File: src/rtl/keyscan_pkg.sv
package keyscan_pkg;

    typedef enum logic [1:0] {
        PH_IDLE = 2'd0,
        PH_HIGH = 2'd1,
        PH_LOW  = 2'd2
    } phase_t;

    typedef struct packed {
        phase_t phase;
        logic   burst_end;
    } burst_stat_t;

    // dwell of zero is stretched to one clock
    function automatic logic dwell_is_zero(input int unsigned d);
        return d == 0;
    endfunction

endpackage

File: src/rtl/keyscan_key_finder.sv
module keyscan_key_finder #(
    parameter int N_KEYS = 16,
    parameter int KW     = 4
) (
    input  logic [N_KEYS-1:0] en,
    input  logic [KW:0]       from,
    output logic              found,
    output logic [KW-1:0]     idx
);
    localparam int FW = KW + 1;

    // lowest enabled key at or above 'from'
    always_comb begin
        found = 1'b0;
        idx   = '0;
        for (int i = N_KEYS - 1; i >= 0; i--) begin
            if (en[i] && (FW'(i) >= from)) begin
                found = 1'b1;
                idx   = KW'(i);
            end
        end
    end
endmodule

File: src/rtl/keyscan_burst_timer.sv
module keyscan_burst_timer
    import keyscan_pkg::*;
#(
    parameter int BL_W = 8,
    parameter int DW_W = 4
) (
    input  logic            clk,
    input  logic            rst,
    input  logic            start,
    input  logic [BL_W-1:0] bl_in,
    input  logic [DW_W-1:0] dwell_in,
    output burst_stat_t     stat
);
    phase_t          ph;
    logic [DW_W-1:0] dcnt;
    logic [DW_W-1:0] dlim;
    logic [BL_W-1:0] pcnt;
    logic [BL_W-1:0] plim;
    logic            last_pulse;

    assign last_pulse = (pcnt == plim);

    always_ff @(posedge clk) begin
        if (rst) begin
            ph   <= PH_IDLE;
            dcnt <= '0;
            dlim <= '0;
            pcnt <= '0;
            plim <= '0;
        end else if (start) begin
            ph   <= PH_HIGH;
            dcnt <= '0;
            pcnt <= BL_W'(1);
            plim <= bl_in;
            dlim <= dwell_is_zero(int'(dwell_in)) ? '0 : dwell_in - 1'b1;
        end else begin
            case (ph)
                PH_HIGH: begin
                    if (dcnt == dlim) ph <= PH_LOW;
                    else              dcnt <= dcnt + 1'b1;
                end
                PH_LOW: begin
                    if (last_pulse) begin
                        ph <= PH_IDLE;
                    end else begin
                        ph   <= PH_HIGH;
                        dcnt <= '0;
                        pcnt <= pcnt + 1'b1;
                    end
                end
                default: ph <= PH_IDLE;
            endcase
        end
    end

    always_comb begin
        stat.phase     = ph;
        stat.burst_end = (ph == PH_LOW) && last_pulse;
    end
endmodule

File: src/rtl/keyscan_seq.sv
module keyscan_seq
    import keyscan_pkg::*;
#(
    parameter int N_DRIVE = 8,
    parameter int N_RECV  = 2,
    parameter int BL_W    = 8,
    parameter int DW_W    = 4,
    localparam int N_KEYS = N_DRIVE * N_RECV,
    localparam int XW     = $clog2(N_DRIVE),
    localparam int KW     = $clog2(N_KEYS),
    localparam int YW     = KW - XW
) (
    input  logic                   clk,
    input  logic                   rst,
    input  logic                   frame_tick,
    input  logic                   ovr_clr,
    input  logic [N_KEYS*BL_W-1:0] burst_len,
    input  logic [DW_W-1:0]        dwell,
    output logic [N_DRIVE-1:0]     drive_pulse,
    output logic [YW-1:0]          recv_sel,
    output logic                   recv_clamp,
    output logic [KW-1:0]          key_idx,
    output logic                   burst_done,
    output logic                   scan_busy,
    output logic                   overrun
);
    logic [N_KEYS-1:0] key_en;
    logic [KW-1:0]     key_q;
    logic              first_found, next_found;
    logic [KW-1:0]     first_idx, next_idx;
    logic              launch_first, launch_next, start;
    logic [KW-1:0]     start_key;
    logic [BL_W-1:0]   bl_sel;
    burst_stat_t       stat;

    for (genvar g = 0; g < N_KEYS; g++) begin : g_en
        assign key_en[g] = |burst_len[g*BL_W +: BL_W];
    end

    keyscan_key_finder #(.N_KEYS(N_KEYS), .KW(KW)) u_first (
        .en    (key_en),
        .from  ('0),
        .found (first_found),
        .idx   (first_idx)
    );

    keyscan_key_finder #(.N_KEYS(N_KEYS), .KW(KW)) u_next (
        .en    (key_en),
        .from  ({1'b0, key_q} + 1'b1),
        .found (next_found),
        .idx   (next_idx)
    );

    assign scan_busy    = (stat.phase != PH_IDLE);
    assign launch_first = frame_tick && !scan_busy && first_found;
    assign launch_next  = stat.burst_end && next_found;
    assign start        = launch_first || launch_next;
    assign start_key    = launch_first ? first_idx : next_idx;
    assign bl_sel       = burst_len[start_key*BL_W +: BL_W];

    keyscan_burst_timer #(.BL_W(BL_W), .DW_W(DW_W)) u_timer (
        .clk      (clk),
        .rst      (rst),
        .start    (start),
        .bl_in    (bl_sel),
        .dwell_in (dwell),
        .stat     (stat)
    );

    always_ff @(posedge clk) begin
        if (rst)        key_q <= '0;
        else if (start) key_q <= start_key;
    end

    always_ff @(posedge clk) begin
        if (rst)                          overrun <= 1'b0;
        else if (frame_tick && scan_busy) overrun <= 1'b1;
        else if (ovr_clr)                 overrun <= 1'b0;
    end

    for (genvar d = 0; d < N_DRIVE; d++) begin : g_drv
        assign drive_pulse[d] = (stat.phase == PH_HIGH) && (key_q[XW-1:0] == XW'(d));
    end

    assign recv_sel   = key_q[KW-1:XW];
    assign recv_clamp = (stat.phase != PH_HIGH);
    assign key_idx    = key_q;
    assign burst_done = stat.burst_end;
endmodule

File: config.mk
export PLATFORM = sky130hd
export DESIGN_NAME = keyscan_seq
export DESIGN_NICKNAME = d
export VERILOG_FILES = /design/src/rtl/keyscan_pkg.sv /design/src/rtl/keyscan_key_finder.sv /design/src/rtl/keyscan_burst_timer.sv /design/src/rtl/keyscan_seq.sv
export SDC_FILE = /design/constraint.sdc
export NUM_CORES = 1
export LEC_CHECK = 0
export ABC_AREA = 1
export BUFFER_PORTS_ARGS = -buffer_cell sky130_fd_sc_hd__clkbuf_2
export CAP_MARGIN = 20
export CORE_ASPECT_RATIO = 1.4
export CORE_MARGIN = 2
export CORE_UTILIZATION = 57
export CTS_BUF_LIST = sky130_fd_sc_hd__clkbuf_8
export CTS_CLUSTER_SIZE = 12
export DETAILED_ROUTE_END_ITERATION = 10
export PLACE_DENSITY = 0.95
export SKIP_CTS_REPAIR_TIMING = 1
export SYNTH_ARGS = -nofsm -noshare
export SYNTH_HDL_FRONTEND = slang
export SYNTH_SLANG_ARGS = --single-unit
File: constraint.sdc
create_clock -name clk -period 8.25 [get_ports clk]
set_input_delay 0.4125 -clock clk [delete_from_list [all_inputs] [get_ports clk]]
set_output_delay 0.4125 -clock clk [all_outputs]
set_load 0.01 [all_outputs]
==> results.md <==
- Status: completed
- Crit path time final: 3.97 ns
- H-Tree Depth: 2
- Worst Path Required: approximately 8.4 ns
- Antenna cell count: 0
- Drt pass-1 iters: 6
- Synth Warn #: 0
- Crit path DAT: 4.16 ns
- TritonCTS Sinks: 31
- CTS Buf Count: 5
- EDFF count, synth: 0
- Sequential share of power: 24.8%
- CP dominant cell by count: nand2_1
- Setup TNS: 0 ns
- Clk slew on worst S/H paths: roughly 0.07 ns
- Pwr per Cell Area: 139 nW/um2
- Slew headroom: roughly three fifths
- Flop2flop setup slack: between 4 and 5 ns
- Cell area after placement: 5030 um2
- Crit share post-route: around 48%
- Asr flop ratio synth: 0%
- Synth Cell Area: between 4000 and 5000 um2
- Drt wl/cell: around 14 um
- Final Skew: between 0.004 and 0.005 ns
- CP Capture Type: flop
- Critical path's largest stage delay: roughly 0.56 ns
- Hold Crit Depth: 2
- Worst r2r dst: u_timer.plim[3]
- Remaining global-route overflow: 0
- Slew @ Worst Pin: around 0.62 ns
- GR Util All Layers: 35.7%
- Synth unique cells: between 40 and 50
- First-pass GRT wire length: 24.3 mm
- Buf/Inv on CP: 5
- Final Hold Vio Count: 0
- Vias/cell: 5.62
- Area Overhead vs Synth: 18.2%
- Core Util, Final: slightly below 70%
- Layout cells sized above 1: between 20% and 30%
- CORE AREA: around 7400 um2
- Port Buf Inserts: approximately 150
- CP startpoint kind: flop
- Hold endpoint: u_timer.dlim[0]
- Syn nets: ~960
- Detailed-route via count: approximately 5900
- Clock latency on the worst-skew pair: around 0.29 ns
- Largest net degree at the start of global routing: between 60 and 70
- Cells after Synth: approximately 800
- DP Worst Slack: between 3 and 4 ns
- Max_cap viols: 0
- Final net count: about 1100
- DP HPWL: ~12 mm
- Crit Path Max Fanout: between 60 and 70
- Seq/Total Area, Yosys: around 14%
- Sw Share: a little under half
- Maximum clock frequency: approximately 250 MHz
- Worst Reg2Reg Path Length in Cells: 32
- Leak Pwr: 0.00289 uW
- Full die area: 8370 um2
- Drt total wl: between 15 and 20 mm
- Initial antenna violation count: 0
- Worst reg2reg path startpoint: key_idx[0]
- Slowest-stage cell, CP: dfxtp_1
- CTS tree: yes
- DRC: 0
- GP Congestion: roughly 1
- CTS Root Cell: clkbuf_8
- RSZ-0062 raised after global routing: false
- Die height: about 110 um
- Post-route setup slack: approximately 4.3 ns
- Setup violators final: 0
- Crit Path Class: flop to flop
- IO Pins: approximately 150
- HP Start: dwell[0]
- Clock network fraction of total power: around a fifth
- Worst VDD drop: around 0.00014 V
- Cell area after layout: 5150 um2
- Initial Util: between 50% and 60%
- Max Root-Sink Buffers: 2
- Delay-heaviest family, CP: simple AND/OR/NAND/NOR gates
- Vias in the first global route: between 5000 and 6000
- Worst hold path class: input port to flop
- P_int: 382 uW
- Total power: just over 700 uW
- Register bit total from synthesis: 31
- Row count: 37
- Antenna-violating nets left: 0
- Die width: 77.9 um
- Synth Flop Type: dfxtp_1
- Max Slew Vio Count: 0
- Share of power burned in combinational logic: 56.3%
- Net load switching power: roughly 330 uW
- Initial DRC Count: 663
- Avg Synthesized Cell Area: 5.35 um2
==> placed cells by master, fill, tap and decap left out, drive strengths merged, types with 6 or more instances in the layout <==
cell	instances
xor2	9
ha	10
clkbuf	159
nand2	231
o21ai	19
a21oi	18
nor4	24
a31oi	6
nor2	67
nor3	13
nand4	15
dfxtp	31
nand3	173
inv	140
==> metal layers <==
metal  track usage [%]  part of all wire (%)
met1              40.1                    37
met2              64.3                    49
met3              4.45                   8.7
met4              20.1                   5.9
met5                 0                     0
==> worst reg2reg max path, delay by kind of cell (launching register included) <==
family	cells	cell delay [ns]
and+or+nand+nor	26	1.88
buffers and inverters	5	1.09
adders and majority gates	1	0.37
DFF	1	0.56
==> synth_stat cells (2+ instances only) <==
library cell / count / area [um2]
nor3_1: 11 / 55.1
nor3_2: 2 / 20.0
clkinv_2: 2 / 10.0
nand2_2: 6 / 37.5
nor2_1: 63 / 236
a21oi_2: 2 / 17.5
o22ai_1: 4 / 25.0
o31ai_1: 2 / 15.0
ha_1: 10 / 125
o21ai_0: 18 / 90.1
inv_1: 131 / 492
nand4_1: 15 / 93.8
nand2_1: 225 / 845
clkbuf_1: 6 / 22.5
xor2_1: 9 / 78.8
a211oi_1: 2 / 15.0
dfxtp_1: 31 / 621
nand3_1: 172 / 861
nor2_2: 4 / 25.0
a21oi_1: 16 / 80.1
nor4_1: 23 / 144
buf_4: 5 / 37.5
buf_6: 7 / 78.8
xnor2_1: 4 / 35.0
inv_2: 8 / 30.0
or2_1: 2 / 12.5
buf_2: 15 / 75.1
a31oi_1: 4 / 25.0
==> how the worst max path moves through the flow <==
stage / from / to / slack, ns / depth (start not counted)
floorplan: key_idx[0] / u_timer.plim[3] / 5.33 / 24
global placement: key_idx[0] / u_timer.plim[0] / 3.99 / 31
detailed placement: key_idx[0] / u_timer.plim[0] / 3.93 / 31
CTS: key_idx[0] / u_timer.plim[3] / 3.89 / 31
global route: key_idx[0] / u_timer.plim[5] / 3.78 / 30
finish: key_idx[0] / u_timer.plim[3] / 4.28 / 32
==> sequential cells by signal (all words and copies together), names as in the netlist <==
signal and cells:
u_timer.dlim 4, overrun 1, key_idx 4, u_timer.plim 8
u_timer.dcnt 4, u_timer.ph 2, u_timer.pcnt 8
==> cells by family (layout without fill, tap and decap cells) <==
logic type / count (synthesis) / after routing / share of synthesized area [%]
simple gates: 529 / 529 / 54.7
buf+inv: 177 / 306 / 17.6
compound gates: 55 / 55 / 7.98
flops: 31 / 31 / 14.2
xor+xnor: 13 / 13 / 2.61
fa+ha+maj: 10 / 10 / 2.87
==> power by group through the flow <==
stage | clock [uW] | sequential, uW | combinational (uW)
2_1_floorplan | 0 | 175 | 311
3_3_place_gp | 0 | 180 | 382
3_5_place_dp | 0 | 180 | 387
4_1_cts | 133 | 177 | 390
5_1_grt | 141 | 179 | 450
6_report | 135 | 177 | 403
==> area by class of cell <==
type | count | area (um2)
clock buffers | 7 | 96.3
clock inverters | 1 | 3.75
fillers | 718 | 2250
inverters | 142 | 536
multi-input cells | 607 | 2970
flip-flops and latches | 31 | 621
well taps | 97 | 121
repair buffers | 156 | 803
==> through the flow <==
stage / hold slack, ns / cells
after floorplan: 0.458 / 815
after global placement: 0.462 / 1032
after detailed placement: 0.484 / 1032
after CTS: 0.368 / 1040
after global routing: 0.378 / 1041
final: 0.368 / 1041
Power figures use the tool's default switching activity.
